[config.mk]
export PLATFORM = sky130hd
export DESIGN_NAME = usbp_portctl
export DESIGN_NICKNAME = d
export VERILOG_FILES = /design/src/rtl/usbp_pkg.sv /design/src/rtl/usbp_rst_timer.sv /design/src/rtl/usbp_susp_ctl.sv /design/src/rtl/usbp_portctl.sv
export SDC_FILE = /design/constraint.sdc
export NUM_CORES = 1
export LEC_CHECK = 0
export ABC_AREA = 1
export BUFFER_PORTS_ARGS = -buffer_cell sky130_fd_sc_hd__buf_2
export CAP_MARGIN = 5
export CORE_UTILIZATION = 40
export DETAILED_ROUTE_END_ITERATION = 8
export GPL_ROUTABILITY_DRIVEN = 0
export PLACE_DENSITY = 0.77
export SYNTH_ARGS = -nofsm -noshare
export SYNTH_HDL_FRONTEND = slang
export SYNTH_SLANG_ARGS = --single-unit
[constraint.sdc]
create_clock -name clk -period 1.25 [get_ports clk]
set_input_delay 0.25 -clock clk [delete_from_list [all_inputs] [get_ports clk]]
set_output_delay 0.25 -clock clk [all_outputs]
set_load 0.005 [all_outputs]
[src/rtl/usbp_pkg.sv]
package usbp_pkg;
  localparam int REG_W  = 9;
  localparam int B_CONN = 0;
  localparam int B_PE   = 1;
  localparam int B_OC   = 2;
  localparam int B_FPR  = 3;
  localparam int B_SUSP = 4;
  localparam int B_PR   = 5;
  localparam int B_PP   = 6;
  localparam int B_LSM  = 7;
  localparam int B_LSP  = 8;

  typedef enum logic [1:0] {
    LS_SE0   = 2'b00,
    LS_K     = 2'b01,
    LS_J     = 2'b10,
    LS_UNDEF = 2'b11
  } line_e;

  function automatic line_e line_of(input logic dp, input logic dm);
    return line_e'({dp, dm});
  endfunction

  function automatic logic [REG_W-1:0] pack_status(
    input logic conn, input logic pe, input logic oc, input logic fpr,
    input logic susp, input logic pr, input logic pp, input line_e ls);
    logic [REG_W-1:0] v;
    v = '0;
    v[B_CONN] = conn;
    v[B_PE]   = pe;
    v[B_OC]   = oc;
    v[B_FPR]  = fpr;
    v[B_SUSP] = susp;
    v[B_PR]   = pr;
    v[B_PP]   = pp;
    v[B_LSP:B_LSM] = ls;
    return v;
  endfunction
endpackage

[src/rtl/usbp_rst_timer.sv]
module usbp_rst_timer #(
  parameter int CYCLES = 60000
) (
  input  logic clk,
  input  logic rst_n,
  input  logic start,
  input  logic abort,
  output logic busy,
  output logic done
);
  localparam int CW = (CYCLES > 1) ? $clog2(CYCLES) : 1;
  localparam logic [CW-1:0] LAST = CW'(CYCLES - 1);

  logic [CW-1:0] cnt;
  logic          run;

  assign done = run & (cnt == LAST);
  assign busy = run;

  always_ff @(posedge clk) begin
    if (!rst_n) begin
      run <= 1'b0;
      cnt <= '0;
    end else if (abort) begin
      run <= 1'b0;
      cnt <= '0;
    end else if (start) begin
      run <= 1'b1;
      cnt <= '0;
    end else if (done) begin
      run <= 1'b0;
      cnt <= '0;
    end else if (run) begin
      cnt <= cnt + 1'b1;
    end
  end
endmodule

[src/rtl/usbp_susp_ctl.sv]
module usbp_susp_ctl (
  input  logic clk,
  input  logic rst_n,
  input  logic kill,
  input  logic enabled,
  input  logic req,
  input  logic xact_busy,
  input  logic resume_release,
  output logic suspended
);
  logic pending;

  always_ff @(posedge clk) begin
    if (!rst_n) begin
      suspended <= 1'b0;
      pending   <= 1'b0;
    end else if (kill || resume_release || !enabled) begin
      suspended <= 1'b0;
      pending   <= 1'b0;
    end else if (req && !suspended) begin
      suspended <= !xact_busy;
      pending   <= xact_busy;
    end else if (pending && !xact_busy) begin
      suspended <= 1'b1;
      pending   <= 1'b0;
    end
  end
endmodule

[src/rtl/usbp_portctl.sv]
module usbp_portctl
  import usbp_pkg::*;
#(
  parameter bit HOST_CAPABLE = 1'b1,
  parameter int RST_CYCLES   = 60000
) (
  input  logic             clk,
  input  logic             rst_n,
  input  logic             host_mode,
  input  logic             wr_en,
  input  logic [REG_W-1:0] wr_data,
  output logic [REG_W-1:0] rd_data,
  input  logic             line_dp,
  input  logic             line_dm,
  input  logic             attach_in,
  input  logic             xact_busy,
  input  logic             oc_in,
  input  logic             resume_det,
  input  logic             dev_bus_reset,
  output logic             bus_reset_drive,
  output logic             port_enabled,
  output logic             port_suspended,
  output logic             downstream_block
);
  logic pwr_q, pwr_nxt;
  logic host_eff, host_act, host_act_nxt;
  logic rst_start, tmr_busy, tmr_done;
  logic enabled_q, susp_req, susp_kill;
  logic fpr_q, fpr_fall, resume_set;
  logic oc_q;

  // Power bit exists only in a host-capable build.
  generate
    if (HOST_CAPABLE) begin : g_pwr
      assign pwr_nxt = wr_en ? wr_data[B_PP] : pwr_q;
      always_ff @(posedge clk) begin
        if (!rst_n) pwr_q <= 1'b0;
        else        pwr_q <= pwr_nxt;
      end
    end else begin : g_nopwr
      assign pwr_nxt = 1'b0;
      assign pwr_q   = 1'b0;
    end
  endgenerate

  assign host_eff     = host_mode & HOST_CAPABLE;
  assign host_act     = host_eff & pwr_q;
  assign host_act_nxt = host_eff & pwr_nxt;

  // Bus-reset sequencing.
  assign rst_start = host_act_nxt & wr_en & wr_data[B_PR] & ~tmr_busy;

  usbp_rst_timer #(.CYCLES(RST_CYCLES)) u_rst_timer (
    .clk   (clk),
    .rst_n (rst_n),
    .start (rst_start),
    .abort (~host_act_nxt),
    .busy  (tmr_busy),
    .done  (tmr_done)
  );

  always_ff @(posedge clk) begin
    if (!rst_n)              enabled_q <= 1'b0;
    else if (!host_act_nxt)  enabled_q <= 1'b0;
    else if (rst_start)      enabled_q <= 1'b0;
    else if (tmr_done)       enabled_q <= attach_in;
    else if (!attach_in)     enabled_q <= 1'b0;
  end

  // Force-resume bit and suspend sequencing.
  assign resume_set = port_suspended & resume_det;
  assign fpr_fall   = host_act_nxt & fpr_q & wr_en & ~wr_data[B_FPR] & ~resume_set;

  always_ff @(posedge clk) begin
    if (!rst_n)                         fpr_q <= 1'b0;
    else if (!host_act_nxt || rst_start) fpr_q <= 1'b0;
    else if (resume_set)                fpr_q <= 1'b1;
    else if (wr_en)                     fpr_q <= wr_data[B_FPR];
  end

  assign susp_req  = host_act & wr_en & wr_data[B_SUSP] & ~rst_start;
  assign susp_kill = ~host_act_nxt | rst_start | ~attach_in;

  usbp_susp_ctl u_susp_ctl (
    .clk            (clk),
    .rst_n          (rst_n),
    .kill           (susp_kill),
    .enabled        (enabled_q),
    .req            (susp_req),
    .xact_busy      (xact_busy),
    .resume_release (fpr_fall),
    .suspended      (port_suspended)
  );

  // Sticky over-current: set wins over a clear in the same cycle.
  always_ff @(posedge clk) begin
    if (!rst_n) oc_q <= 1'b0;
    else        oc_q <= oc_in | (oc_q & ~(wr_en & wr_data[B_OC]));
  end

  assign bus_reset_drive  = tmr_busy & host_act;
  assign port_enabled     = enabled_q;
  assign downstream_block = port_suspended;

  assign rd_data = pack_status(
    attach_in & (pwr_q | ~host_eff),
    enabled_q,
    oc_q,
    fpr_q,
    port_suspended,
    host_eff ? (tmr_busy & pwr_q) : dev_bus_reset,
    pwr_q,
    line_of(line_dp, line_dm));
endmodule


### Word level (Yosys, flattened, before mapping)

Index checks and enable logic that the tools add are counted.

| storage, ports and cells | value |
|---|---|
| register bits after elaboration | 23 |
| input port bits | 20 |
| output and inout bits | 13 |
| word-level logic and storage cells | 72 |

| cells by class | value |
|---|---|
| $add $sub $neg | 1 |
| equal/unequal tests | 2 |
| multiplexer cells | 12 |
| bitwise gates (word level) | 32 |
| reduce and logical (&&, ||, !) cells | 17 |

Operator list:

| kind | count |
|---|---|
| 1-bit bitwise AND | 19 |
| 16-bit by 1-bit adder with 16-bit output (second input constant) | 1 |
| 16-bit == test (second input constant) | 1 |
| 1-bit 2-to-1 mux | 12 |
| 1-bit NOT | 9 |
| 2-bit nonzero test | 3 |
| 1-bit logical NOT | 4 |
| 1-bit bitwise OR | 4 |
| 2-bit OR reduction | 2 |
| 4-bit OR reduction | 1 |
| 1-bit logical OR | 3 |
| 3-bit OR reduction | 1 |
| 1-bit logical AND | 2 |
| 2-bit by 1-bit inequality test with 1-bit output (second input constant) | 1 |
| 2-bit AND reduction | 1 |

### Logic depth before layout (Yosys ltp)

Gate-level depths: netlist of the first run.

| depth | value |
|---|---|
| depth in word-level cells | 10 |
| mapped depth | 10 |
| gate-level depth less buffers | 8 |

### By module

Synthesis of the first run repeated with hierarchy kept, for this count alone.

| unflattened totals | value |
|---|---|
| cell total of the unflattened synthesis | 220 |
| area, all modules | 1378.8 sq um |

By module, submodules not included:

| module | instances | cells an instance | area each (sq um) | sequential area each (sq um) |
|---|---|---|---|---|
| usbp_rst_timer | 1 | 154 | 958.4 | 340.3 |
| usbp_portctl | 1 | 49 | 316.6 | 80.1 |
| usbp_susp_ctl | 1 | 17 | 103.8 | 40.0 |

### Worst setup path before layout of the first run

OpenSTA, ideal clock, no wires.

| timing | value |
|---|---|
| path type | reg-to-reg |
| start point | register u_rst_timer.cnt[0] |
| end point | register u_rst_timer.cnt[12] |
| setup time | 0.064 ns |
| data arrival time | 1.205 ns |
| required time | 1.186 ns |
| setup slack | -0.019 ns |
| stages on the path, launching flop included | 8 |
| path buffers | 0 |
| clock period less this slack | 1.269 ns |
| cells stage by stage | dfxtp_1 ha_1 inv_1 nor3_1 nand3_1 nor2_1 nor2_1 nor2_1 |

| between the ends | value |
|---|---|
| word-level cells in the longest chain between the ends | 3 |
| elaborated cells on any way between the ends | 4 |
| classes of those cells | add/sub (1); eq/ne (1); bitwise (1); reduce/logical (1) |

RTL lines:

| item | RTL line | source |
|---|---|---|
| start, declared | usbp_rst_timer.sv:14 | `logic [CW-1:0] cnt;` |
| start signal, assigned | usbp_rst_timer.sv:34 | `cnt <= cnt + 1'b1;` |
| parallel branches: the longest is 3 deep, another holds 16-bit by 1-bit adder with 16-bit output | - |  |

Parallel ways; which one is timed is not known.
A chain may end at the register's enable or synchronous reset.

### Worst setup path in the final report of the first run

| timing | value |
|---|---|
| start point | register u_rst_timer.run, in the netlist u_rst_timer.busy |
| end point | output port rd_data[5] |

| between the ends | value |
|---|---|
| word-level cells in the longest chain between the ends | 2 |

RTL lines:

| item | RTL line | source |
|---|---|---|
| start, declared | usbp_rst_timer.sv:15 | `logic run;` |
| start signal, assigned | usbp_rst_timer.sv:22 | `run <= 1'b0;` |
| start signal, assigned | usbp_rst_timer.sv:25 | `run <= 1'b0;` |
| start signal, assigned | usbp_rst_timer.sv:28 | `run <= 1'b1;` |
| 1-bit bitwise AND | usbp_portctl.sv:111 | `host_eff ? (tmr_busy & pwr_q) : dev_bus_reset,` |
| 1-bit 2-to-1 mux | usbp_portctl.sv:111 |  |
| end, declared | usbp_portctl.sv:12 | `output logic [REG_W-1:0] rd_data,` |

No other way between the ends.

==> impl_metrics.yaml, run 1 <==
synth:
  synth_simple_gate_area_share_pct: 40.2
  syn_area_mm2: 0.00132
  yosysTopAreaCell: "dfxtp_1"
  synth_top_area_share_pct: 34.8
  ys_types: 24
  synthTopCellsByArea: "dfxtp_1 (35%), nand2_1 (14%), nor2_1 (13%), inv_1 (6.2%), nand3_1 (5.3%)"
  synth_top_family_by_area: "simple AND/OR/NAND/NOR gates"
  synth-seq-cells: 23
  synthAdderAreaFrac_pct: 0.946
  syn_nets: 228
  ys_seq_area_share_pct: 34.8
  synth_compound_area_share_pct: 6.72
  synthXorXnorAreaFrac_pct: 3.31
  synth.area.mux_share_pct: 0.757
  synth.avg_cell_area_um2: 6.39
  netlist_instances: 207
  yosys_warnings: 0
cts:
  cts_buffer_depth: 2
  cts_root_buf: "clkbuf_4"
  clock_latency_ns: 0.32
  h-tree-depth: 1
  cts_tree: "built"
  cts_sinks: 23
  cts_buffers: 3
  clk_pin_slew_worst_paths_ns: 0.12
sta:
  relSlewSlack_pct: 79.7
  setup_viol: 12
  hold_viol: 0
  skew_ns: 0.00535
  min_period_ns: 1.34
  fmax_mhz: 745
  rsz0062_at_grt: "true"
  period_share_pct: 107
  tightest_slew_ns: 0.302
  finalWorstSetupSlack_ns: -0.0923
  slew_viol_final: 0
floorplan:
  die_h_um: 59.5
  io_pins: 33
  rows: 20
  die_width_um: 59.5
  core_mm2: 0.00310
  initial_utilization_pct: 42.6
  die-area_mm2: 0.00354
detailed_routing:
  routed_wirelength_um: 3680
  drt-initial-drc-count: 67
  drcViolationCount: 0
  viasPerCell: 4.90
  drt_first_pass_iters: 4
  dr_total_vias: 1471
  ant_nets: 0
  routedWlPerCell_um: 12.3
placement:
  dpl_worst_slack_ns: -0.0842
  portBuffers: 24
  post-dp-hpwl_um: 2320
  dp_cells: 291
  placed_area_mm2: 0.00163
layout:
  area_growth_pct: 47.1
  drive_gt1_share_pct: 46.1
  final_nets: 278
  layout_commonest_cell: "nand2_1"
  final_cells: 300
  final_area_mm2: 0.00195
  n_antenna_cell: 0
  layout_common_cells: "nand2_1 (43), nor2_1 (34), buf_2 (24), buf_4 (24), inv_1 (19)"
  fillers: 274
critical_path:
  crit_type: "flop to primary output"
  r2r-start: "u_rst_timer.cnt[0]$_SDFFE_PP0P_"
  regToRegSetupSlack_ns: -0.08
  critPathArrivalTime_ns: 1.09
  crit_path_end_kind: "primary output"
  required_ns: 1.00
  cp_max_fo: 3
  startpoint: "u_rst_timer.busy$_SDFFE_PN0P_"
  critPathLaunchType: "flop"
global_routing:
  overflow: 0
  grt_pass1_vias: 1320
  grt_max_degree: 13
  grt_pass1_wl_um: 5560
  grt.total_usage_pct: 20.5
  antenna_found_initial: 0
power:
  power_leakage_uw: 0.000832
  switching_share_pct: 24.0
  pwr-share-comb_pct: 9.5
  ir_drop_uv: 362
  pwr-share-clk_pct: 29.2
  p_total_uw: 1200
  internal_power_uw: 915
  seqPwrFrac_pct: 61.3
  cellPowerDensity_mw_per_mm2: 619
  p_switching_uw: 288
worst_hold_path:
  hold_path.class: "input port to flop"
  min_from: "oc_in"
run_status:
  status: "finished, violations left"
  violations: "setup timing"
run:
  cap_violations: 0
path summary, 6_finish.rpt:
kind	endpoint	depth (start not counted)
max	rd_data[5]	4
min	oc_q$_SDFF_PN0_	3
max reg2reg	u_rst_timer.busy$_SDFFE_PN0P_	9
min reg2reg	oc_q$_SDFF_PN0_	2
cells in the mapped netlist:
cell type	instances
xnor2_1	3
nand2_1	51
a21oi_2	3
nor2_1	45
o21ai_1	1
nor2_2	5
mux2i_1	1
clkinv_1	1
ha_1	1
buf_6	1
nand4_1	2
nand3_1	14
nor3_1	5
nand2_2	4
inv_4	1
dfxtp_1	23
inv_1	22
a21oi_1	8
a21boi_0	1
buf_4	9
o21ai_0	2
nand3b_1	1
xor2_1	2
inv_2	1
stage by stage:
stage,utilization (%),setup TNS (ns),hold WS (ns)
after floorplan,-,0,0.367
after global placement,52.7,-0.501,0.455
after CTS,58.0,-1.09,0.135
final,62.7,-0.509,0.135
after global routing,62.7,-2.35,0.139
after detailed placement,52.7,-0.916,0.462
metal layers:
metal  global-route usage, %  vias to the layer above  share of wire [%]
li1                        -                      735                  -
met5                       0                        -                  0
met4                    5.32                        0                3.5
met3                    3.93                       14                4.5
met1                    24.7                      691                 43
met2                    37.1                       31                 49
kinds of logic after synthesis:
group	after synthesis
adders and majority gates	1
buffers and inverters	35
xor gates and xnor gates	5
and+or+nand+nor	127
AOI/OAI and AO/OA	15
DFF	23
muxes	1
state kept, by name (all words and copies together) (netlist names):
register / cells
oc_q: 1
u_susp_ctl.suspended: 1
u_rst_timer.busy: 1
u_rst_timer.cnt: 16
u_susp_ctl.pending: 1
port_enabled: 1
pwr_q: 1
fpr_q: 1
critical path: stages (launching register included):
cell	delay, ns
dfxtp_4	0.41
inv_8	0.04
buf_6	0.11
o21ai_2	0.10
buf_2	0.12
area by class of cell:
class / instances / area [µm²] / area share [%]
repair buffers: 54 / 368 / 18.9
well taps: 44 / 55.1 / 2.83
multi-input cells: 150 / 918 / 47.2
flip-flops and latches: 23 / 474 / 24.4
clock buffers: 4 / 26.3 / 1.35
inverters: 25 / 104 / 5.34
timing repair:
action | 4_1_cts | 5_1_grt
buffers inserted | 3 | 2
gates cloned | 1 | 0
hold buffers | 0 | 0
endpoints found under the setup margin | 19 | 23
resized for setup | 29 | 46
endpoints found under the hold margin | 0 | 0
pin swaps | 9 | 24
power by group through the flow:
stage | registers [µW] | logic [µW] | clock network, µW
finish | 738 | 114 | 352
global route | 739 | 125 | 390
CTS | 740 | 105 | 357
detailed placement | 756 | 97.8 | 0
global placement | 756 | 96.2 | 0
floorplan | 756 | 51.5 | 0
No activity file was read; power rests on OpenSTA's default activity.
==> inputs of run 2 (changes only) <==
Settings changed: TNS_END_PERCENT from default to 10.
==> impl_metrics.yaml, run 2 (synthesis gave the netlist of run 1 again) <==
floorplan:
  rows: 20
  die_width_um: 59.5
  io_pins: 33
  die-area_mm2: 0.00354
  initial_utilization_pct: 42.6
  core_mm2: 0.00310
  die_h_um: 59.5
power:
  ir_drop_uv: 386
  cellPowerDensity_mw_per_mm2: 662
  power_leakage_uw: 0.000724
sta:
  min_period_ns: 1.37
  setup_viol: 5
  slew_viol_final: 0
  skew_ns: 0.00127
  relSlewSlack_pct: 80.8
  fmax_mhz: 728
  tightest_slew_ns: 0.285
  period_share_pct: 110
  hold_viol: 0
  rsz0062_at_grt: "true"
  finalWorstSetupSlack_ns: -0.124
  finalSetupTns_ns: -0.297
critical_path:
  cp_max_fo: 3
  r2r_cells: 9
  r2r-end: "u_rst_timer.busy$_SDFFE_PN0P_"
  critPathArrivalTime_ns: 1.12
  crit_end: "rd_data[5]"
  regToRegSetupSlack_ns: -0.06
  required_ns: 1.00
  critPathLaunchType: "flop"
  crit_path_end_kind: "primary output"
  crit_type: "flop to primary output"
  startpoint: "u_rst_timer.busy$_SDFFE_PN0P_"
  r2r-start: "u_rst_timer.cnt[1]$_SDFFE_PP0P_"
global_routing:
  grt.total_usage_pct: 18.1
  grt_pass1_wl_um: 4990
  overflow: 0
  antenna_found_initial: 0
  grt_max_degree: 13
  grt_pass1_vias: 1209
cts:
  clk_pin_slew_worst_paths_ns: 0.12
  cts_root_buf: "clkbuf_4"
  cts_tree: "built"
  cts_buffer_depth: 2
  hold_buffers: 0
  cts_sinks: 23
  clock_latency_ns: 0.31
  h-tree-depth: 1
  cts_buffers: 3
layout:
  layout_common_cells: "nand2_1 (45), nor2_1 (40), buf_4 (28)"
  largest_reg_flops: 16
  area_growth_pct: 36.7
  final_nets: 278
  n_antenna_cell: 0
  layout_commonest_cell: "nand2_1"
  drive_gt1_share_pct: 38.3
  top_register: "u_rst_timer.cnt"
run:
  cap_violations: 0
detailed_routing:
  viasPerCell: 4.74
  ant_nets: 0
  routed_wirelength_um: 2980
  routedWlPerCell_um: 9.93
  drcViolationCount: 0
  drt_first_pass_iters: 4
  drt-initial-drc-count: 70
  dr_total_vias: 1421
run_status:
  violations: "setup timing"
  status: "finished, violations left"
placement:
  portBuffers: 24
  dpl_worst_slack_ns: -0.0977
  post-dp-hpwl_um: 2220
worst_hold_path:
  hold_path.class: "input port to flop"
[run 2: cell count changes in the layout (fill, tap and decap cells not counted), moves of 4 or more]
cell,previous run,this run
nand2_2,5,9
nand3_2,5,1
nand3_1,9,13
nand2_4,7,0
buf_4,24,28
nor2_1,34,40
[run 2: what timing repair did]
item,4_1_cts,5_1_grt
setup endpoints to repair,20,23
gates resized for setup,16,22
pin swaps,2,9
buffers inserted,2,1
[run 2: worst min path at each step]
stage | start | endpoint | slack (ns) | depth (start not counted)
final | oc_in | oc_q$_SDFF_PN0_ | 0.13 | 3
after detailed placement | oc_in | oc_q$_SDFF_PN0_ | 0.48 | 3
after global placement | oc_in | oc_q$_SDFF_PN0_ | 0.46 | 3
after floorplan | oc_in | oc_q$_SDFF_PN0_ | 0.37 | 2
after CTS | oc_in | oc_q$_SDFF_PN0_ | 0.13 | 3
after global routing | oc_in | oc_q$_SDFF_PN0_ | 0.16 | 3
[run 2: cell type report]
type                            count  area, µm²
Fill cell                         293       1290
Clock buffer                        4       26.3
Tap cell                           44       55.1
Inverter                           25       98.8
Sequential cell                    23        470
Multi-Input combinational cell    149        793
Timing Repair Buffer               55        364
[run 2: per-stage QoR]
stage | hold WS, ns | instance area [µm²] | util (%) | std cells | total power, µW
after floorplan | 0.367 | 1330 | - | 207 | 807
after global placement | 0.456 | 1630 | 52.7 | 293 | 854
after detailed placement | 0.476 | 1630 | 52.7 | 293 | 855
after CTS | 0.130 | 1720 | 55.4 | 299 | 1200
after global routing | 0.156 | 1810 | 58.3 | 300 | 1270
final | 0.131 | 1810 | 58.3 | 300 | 1200
[run 2: where the power goes]
group / switching (µW) / leakage [µW] / internal [µW] / total (µW)
clock network: 225 / 0.0000150 / 125 / 350
registers: 2.34 / 0.000190 / 738 / 740
logic: 51.9 / 0.000519 / 55.3 / 107
[run 2: per-layer routing]
metal | wire length (µm) | global-route usage [%]
met1 | 1410 | 23.7
met2 | 1430 | 30.8
met4 | 40 | 5.98
met3 | 106 | 1.97
met5 | 0 | 0
[run 2: critical path, stage by stage, from the launching register on]
cell	delay [ns]
dfxtp_2	0.36
buf_6	0.10
inv_4	0.03
buf_6	0.10
o21ai_2	0.09
buf_2	0.12
